$ cat src/rtl/rtm_pkg.sv
// Package: shared helpers for the result threshold compare monitor.
// Assumes results and thresholds are unsigned values of equal width.
package rtm_pkg;

    // Match test selector values
    typedef enum logic {
        COND_BELOW   = 1'b0,
        COND_AT_ABOVE = 1'b1
    } rtm_cond_e;

    // Pick the match outcome from the at-or-above comparison
    function automatic logic rtm_is_match(input logic cond, input logic at_or_above);
        return (cond == COND_AT_ABOVE) ? at_or_above : !at_or_above;
    endfunction

endpackage

$ cat src/rtl/rtm_compare.sv
// Module: combinational threshold test for one unit.
// Gives the at-or-above result and the match outcome under the unit's
// condition bit. Assumes the value and threshold are unsigned.
module rtm_compare
    import rtm_pkg::*;
#(
    parameter int RES_W = 12
) (
    input  logic [RES_W-1:0] value,
    input  logic [RES_W-1:0] thresh,
    input  logic             cond,
    output logic             at_or_above,
    output logic             match
);

    // Magnitude test and condition selection
    always_comb begin
        at_or_above = (value >= thresh);
        match       = rtm_is_match(cond, at_or_above);
    end

endmodule

$ cat src/rtl/rtm_unit.sv
// Module: match counter, sticky flag and live compare bit for one unit.
// hit marks a result from the unit's slot while the unit is enabled;
// qual says whether that result counts as a match (window already applied).
// Assumes hit is 0 whenever en is 0.
module rtm_unit #(
    parameter int CNT_W = 4
) (
    input  logic             clk,
    input  logic             rst_n,
    input  logic             en,
    input  logic             hit,
    input  logic             qual,
    input  logic             at_or_above,
    input  logic [CNT_W-1:0] count_cfg,
    input  logic             clr,
    output logic             flag,
    output logic             cmp_out
);

    localparam int EXT_W = CNT_W + 1;

    logic [CNT_W-1:0] cnt;
    logic [EXT_W-1:0] target;
    logic [EXT_W-1:0] next_cnt;
    logic             reach;

    // Effective target (0 means 1) and reach test for the next match
    always_comb begin
        target   = (count_cfg == '0) ? EXT_W'(1) : {1'b0, count_cfg};
        next_cnt = {1'b0, cnt} + EXT_W'(1);
        reach    = (next_cnt >= target);
    end

    // Match counter: count matches, reset on non-match, disable or reach
    always_ff @(posedge clk) begin
        if (!rst_n || !en) begin
            cnt <= '0;
        end else if (hit) begin
            if (!qual || reach) cnt <= '0;
            else                cnt <= next_cnt[CNT_W-1:0];
        end
    end

    // Sticky flag: set on reach wins over a same-cycle clear
    always_ff @(posedge clk) begin
        if (!rst_n)                     flag <= 1'b0;
        else if (hit && qual && reach)  flag <= 1'b1;
        else if (clr)                   flag <= 1'b0;
    end

    // Live compare bit follows each result from the selected slot
    always_ff @(posedge clk) begin
        if (!rst_n)   cmp_out <= 1'b0;
        else if (hit) cmp_out <= at_or_above;
    end

    // a non-matching result empties the counter
    assert_nomatch_resets_R5: assert property (@(posedge clk) disable iff (!rst_n)
        hit && !qual |=> cnt == '0);

    // a disabled unit holds its counter at zero
    assert_disabled_idle_R9: assert property (@(posedge clk) disable iff (!rst_n)
        !en |=> cnt == '0);

    // the flag only rises after a qualifying result
    assert_flag_cause_R4: assert property (@(posedge clk) disable iff (!rst_n)
        $rose(flag) |-> $past(hit && qual));

    // a clear with no result drops the flag
    assert_clear_drops_R7: assert property (@(posedge clk) disable iff (!rst_n)
        clr && !hit |=> !flag);

    // compare bit reflects the last selected result
    assert_cmp_tracks_R8: assert property (@(posedge clk) disable iff (!rst_n)
        hit |=> cmp_out == $past(at_or_above));

endmodule

$ cat src/rtl/result_threshold_monitor.sv
// Module: top of the result threshold compare monitor.
// Each unit watches one sample slot; even/odd unit pairs can form a
// window. Assumes res_slot is only meaningful while res_valid is 1.
module result_threshold_monitor #(
    parameter int NUM_UNITS = 4,
    parameter int RES_W     = 12,
    parameter int SLOT_W    = 5,
    parameter int CNT_W     = 4,
    localparam int NUM_PAIRS = NUM_UNITS / 2
) (
    input  logic                       clk,
    input  logic                       rst_n,
    input  logic                       res_valid,
    input  logic [SLOT_W-1:0]          res_slot,
    input  logic [RES_W-1:0]           res_value,
    input  logic [NUM_UNITS-1:0]       cfg_en,
    input  logic [NUM_UNITS-1:0]       cfg_irq_en,
    input  logic [NUM_UNITS-1:0]       cfg_cond,
    input  logic [NUM_UNITS*SLOT_W-1:0] cfg_slot,
    input  logic [NUM_UNITS*RES_W-1:0] cfg_thresh,
    input  logic [NUM_UNITS*CNT_W-1:0] cfg_count,
    input  logic [NUM_PAIRS-1:0]       cfg_window,
    input  logic [NUM_UNITS-1:0]       flag_clr,
    output logic [NUM_UNITS-1:0]       flag,
    output logic [NUM_UNITS-1:0]       cmp_out,
    output logic                       irq
);

    logic [NUM_UNITS-1:0] ge;
    logic [NUM_UNITS-1:0] match;
    logic [NUM_UNITS-1:0] hit;
    logic [NUM_UNITS-1:0] qual;

    for (genvar u = 0; u < NUM_UNITS; u++) begin : g_unit
        rtm_compare #(.RES_W(RES_W)) u_cmp (
            .value       (res_value),
            .thresh      (cfg_thresh[u*RES_W +: RES_W]),
            .cond        (cfg_cond[u]),
            .at_or_above (ge[u]),
            .match       (match[u])
        );

        // Slot selection gated by enable
        always_comb begin
            hit[u] = res_valid && cfg_en[u] && (res_slot == cfg_slot[u*SLOT_W +: SLOT_W]);
        end

        if ((u % 2 == 0) && (u + 1 < NUM_UNITS)) begin : g_win
            // Even unit: in window mode the partner must match the same result
            always_comb begin
                qual[u] = match[u] &&
                          (!cfg_window[u/2] || (match[u+1] && cfg_en[u+1]));
            end
        end else begin : g_solo
            // Odd or unpaired unit: own match only
            always_comb begin
                qual[u] = match[u];
            end
        end

        rtm_unit #(.CNT_W(CNT_W)) u_unit (
            .clk         (clk),
            .rst_n       (rst_n),
            .en          (cfg_en[u]),
            .hit         (hit[u]),
            .qual        (qual[u]),
            .at_or_above (ge[u]),
            .count_cfg   (cfg_count[u*CNT_W +: CNT_W]),
            .clr         (flag_clr[u]),
            .flag        (flag[u]),
            .cmp_out     (cmp_out[u])
        );
    end

    // Interrupt request from enabled flags
    always_comb begin
        irq = |(flag & cfg_irq_en);
    end

    // an unmasked flag is seen as an interrupt request
    assert_irq_follows_R10: assert property (@(posedge clk) disable iff (!rst_n)
        ((flag & cfg_irq_en) != '0) |-> irq);

    // first cycle out of reset shows no flags
    assert_reset_clear_R1: assert property (@(posedge clk)
        $past(!rst_n) |-> (flag == '0 && cmp_out == '0));

endmodule

$ cat config.mk
export PLATFORM = sky130hd
export DESIGN_NAME = result_threshold_monitor
export DESIGN_NICKNAME = d
export VERILOG_FILES = /design/src/rtl/rtm_pkg.sv /design/src/rtl/rtm_compare.sv /design/src/rtl/rtm_unit.sv /design/src/rtl/result_threshold_monitor.sv
export SDC_FILE = /design/constraint.sdc
export NUM_CORES = 1
export LEC_CHECK = 0
export CAP_MARGIN = 30
export CORE_ASPECT_RATIO = 1.2
export CORE_UTILIZATION = 40
export CTS_CLUSTER_SIZE = 14
export DETAILED_ROUTE_END_ITERATION = 10
export GPL_ROUTABILITY_DRIVEN = 0
export GPL_TIMING_DRIVEN = 0
export PLACE_DENSITY = 0.86
export SETUP_SLACK_MARGIN = 0.2
export SKIP_LAST_GASP = 1
export SLEW_MARGIN = 20
export SYNTH_ARGS = -nofsm -noshare
export SYNTH_HDL_FRONTEND = slang
export SYNTH_SLANG_ARGS = --single-unit
$ cat constraint.sdc
create_clock -name clk -period 3.03 [get_ports clk]
set_input_delay 0.7575 -clock clk [delete_from_list [all_inputs] [get_ports clk]]
set_output_delay 0.7575 -clock clk [all_outputs]
set_load 0.01 [all_outputs]
==> results.md <==
* Status: finished, final reports clean
* Share of post-route cells with drive strength above 1 at 11.6%
* Total CTS buffers at 3
* Mux contribution to synthesized area at 1.02%
* Critical path startpoint: cfg_count[14]
* Syn Nets at 580
* Max Slew Vio Count at 0
* CTS tree: built
* Synth unique cells at 45
* Synth warnings at 0
* Top area cells in the synthesized netlist: ha_1, dfxtp_1, inv_1
* Drt via density at 5.33
* Post-synthesis xor/xnor area fraction at 8.54%
* First-pass GRT wire length at 13300 µm
* Peak supply drop at 153 µV
* Leak at 0.00224 µW
* Most frequent cells after synthesis: ha_1, inv_1, nand2_1
* Worst setup EP type: register
* Synth Instances at 390
* Rel. slew slack at 72.5%
* Overall routing resource usage at 20.8%
* Router iterations before antenna repair at 4
* Syn Area/Cell at 7.89 µm²
* Chip Height at 98.1 µm
* Die width at 82.1 µm
* R2R Path Start: g_unit[2].u_unit.cnt[0]
* Period minus WS final at 2.79 ns
* Final setup TNS at 0 ns
* Residual DRC at 0
* Finished Layout Cells at 618
* Largest family of logic cells by synthesized area: adder cells
* DP Worst Slack at -0.372 ns
* Initial Util at 41.8%
* Cell Count Post-Placement at 610
* Area share of fa/ha/maj cells after synthesis at 27.6%
* Antenna-violating nets left at 0
* Worst setup path end: g_unit[3].u_unit.cnt[0]
* Area Overhead vs Synth at 55.1%
* Largest net degree at the start of global routing at 13
* Row Count at 34
* Tightest Hold Check Type: register to register
* Max Clock Skew at 0.00217 ns
* IO Port Bufs at 130
* Vias at 3297
* Period Utilization, post-route at 92.1%
* Top cell type by total area after synthesis: ha_1
* Ys async rst share at 0%
* Post-synth EDFFs at 0
* Cell with the most instances after synthesis: ha_1
* Register area at 480 µm²
* Synth Area in Compound Gates at 18.3%
* Fin. Hold Viols at 0
* # nets final at 720
* Clock sinks at 24
* CP Class: input port to register
* Worst-path maximum fanout at 4
* Max Clk Rate at 358 MHz
* Worst setup SP type: input port
* Setup slack after layout at 0.239 ns
* Synth Cell Area at 3080 µm²
* DIE AREA at 8050 µm²
* Post-Route WL at 8840 µm
* Clk_lat worst skew at 0.26 ns
* Vias in the first global route at 3206
* # IOs at 131
* Root Buffer: clkbuf_8
* Worst slew pin tran at 0.411 ns
* PwrDens at 202 nW/µm²
* RSZ-0062 raised after global routing: no
* Initial DRC count at 64
* Finished Core Util at 64.9%
* Footprint of the multi-input gates at 2490 µm²
* Crit path DAT at 2.99 ns
* DP HPWL at 7250 µm
* Maximum capacitance violations at 0
* Post-synthesis register bit count at 24
* Final setup fails at 0
* Post-synth top area share at 27.6%
* Main flop type after synthesis: dfxtp_1
* Critical R2R Capture: g_unit[2].u_unit.cnt[3]
* Post-Synth Simple-Gate Area at 19.1%
* WHS at 0.501 ns
* Reg2reg setup slack at 0.77 ns
* Avg WL per Cell at 14.3 µm
* H-tree depth at 1
* Reg2reg path depth at 9
* Core Area at 7360 µm²
* Max Root-Sink Buffers at 2
* Total gr overflow at 0
* N_diodes at 0
* CP required at 3.23 ns
* Seq/Total Area, Yosys at 15.6%
* Hold buffer count at cts at 0
* Number of antenna violations at the first check in global routing at 0
* Filler cells at 615
* Clk pin slew, worst setup/hold paths at 0.08 ns
routing by layer:
| metal | routed length (µm) | GRT usage [%] |
|---|---|---|
| met2 | 4660 | 41.3 |
| met3 | 663 | 2.90 |
| met4 | 247 | 7.29 |
| met1 | 3280 | 20.9 |
| met5 | 0 | 0 |
worst min path at each step:
stage / from / endpoint / slack [ns] / depth (start not counted)
global placement: g_unit[1].u_unit.cnt[1] / g_unit[1].u_unit.cnt[1] / 0.46 / 2
finish: g_unit[0].u_unit.cnt[2] / g_unit[0].u_unit.cnt[2] / 0.50 / 2
floorplan: g_unit[1].u_unit.cnt[1] / g_unit[1].u_unit.cnt[1] / 0.45 / 2
global route: g_unit[1].u_unit.cnt[3] / g_unit[1].u_unit.cnt[3] / 0.52 / 2
CTS: g_unit[0].u_unit.cnt[2] / g_unit[0].u_unit.cnt[2] / 0.50 / 2
detailed placement: g_unit[1].u_unit.cnt[3] / g_unit[1].u_unit.cnt[3] / 0.48 / 2
report_power, final:
part / total [µW] / switching [µW] / internal [µW]
clock network: 182 / 93.7 / 88.6
registers: 316 / 0.384 / 316
logic: 464 / 201 / 264
total: 963 / 295 / 668
cells by family after synthesis:
family          after synthesis
simple gates                112
compound gates               83
buf+inv                      70
flops                        24
mux                           3
fa+ha+maj                    68
xor+xnor                     30
critical path, cell delays in order:
cell and delay (ns):
clkdlybuf4s50_1 0.45, inv_1 0.05, a31o_2 0.23, ha_1 0.25, nand2b_1 0.16, a211oi_2 0.25, o21ai_0 0.18, nor3_1 0.27
mux2_4 0.22, mux2i_1 0.07, nor2_1 0.09
per-stage QoR:
stage / power (µW) / area, µm²
2_1_floorplan: 506 / 3080
3_3_place_gp: 718 / 4490
3_5_place_dp: 736 / 4490
4_1_cts: 931 / 4580
5_1_grt: 1030 / 4770
6_report: 963 / 4770
timing repair:
action / 4_1_cts / 5_1_grt
pin swaps: 5 / 19
setup buffers: 3 / 2
resized for setup: 15 / 34
setup endpoints to repair: 19 / 19
cells in the final DEF (no fill, tap or decap), drive strengths merged, types with 3 or more instances in the layout:
cell type,count
xor2,18
clkdlybuf4s50,120
ha,68
clkbuf,5
dfxtp,24
nand4b,6
nor4,5
a31o,4
buf,13
a22oi,5
o21a,4
nand2,29
a31oi,3
nand2b,8
dlygate4sd2,5
and2,3
nor2,20
xnor2,12
inv,60
nor3,5
nor2b,12
a21oi,18
dlymetal6s2s,5
nand3,11
a211oi,13
o21ai,20
a22o,3
nand4,8
registers in the layout, summed over array words and instances, names as in the netlist:
register               flops
g_unit.u_unit.cnt         16
g_unit.u_unit.flag         4
g_unit.u_unit.cmp_out      4
final cells by class:
| cell class | count | share of cell area, % |
|---|---|---|
| inverters | 60 | 4.72 |
| well taps | 90 | 2.36 |
| clock buffers | 3 | 0.865 |
| flip-flops and latches | 24 | 10.1 |
| plain buffers | 10 | 1.63 |
| repair buffers | 135 | 28.2 |
| multi-input cells | 296 | 52.2 |
Note: power is estimated with default switching activity, not from simulation.
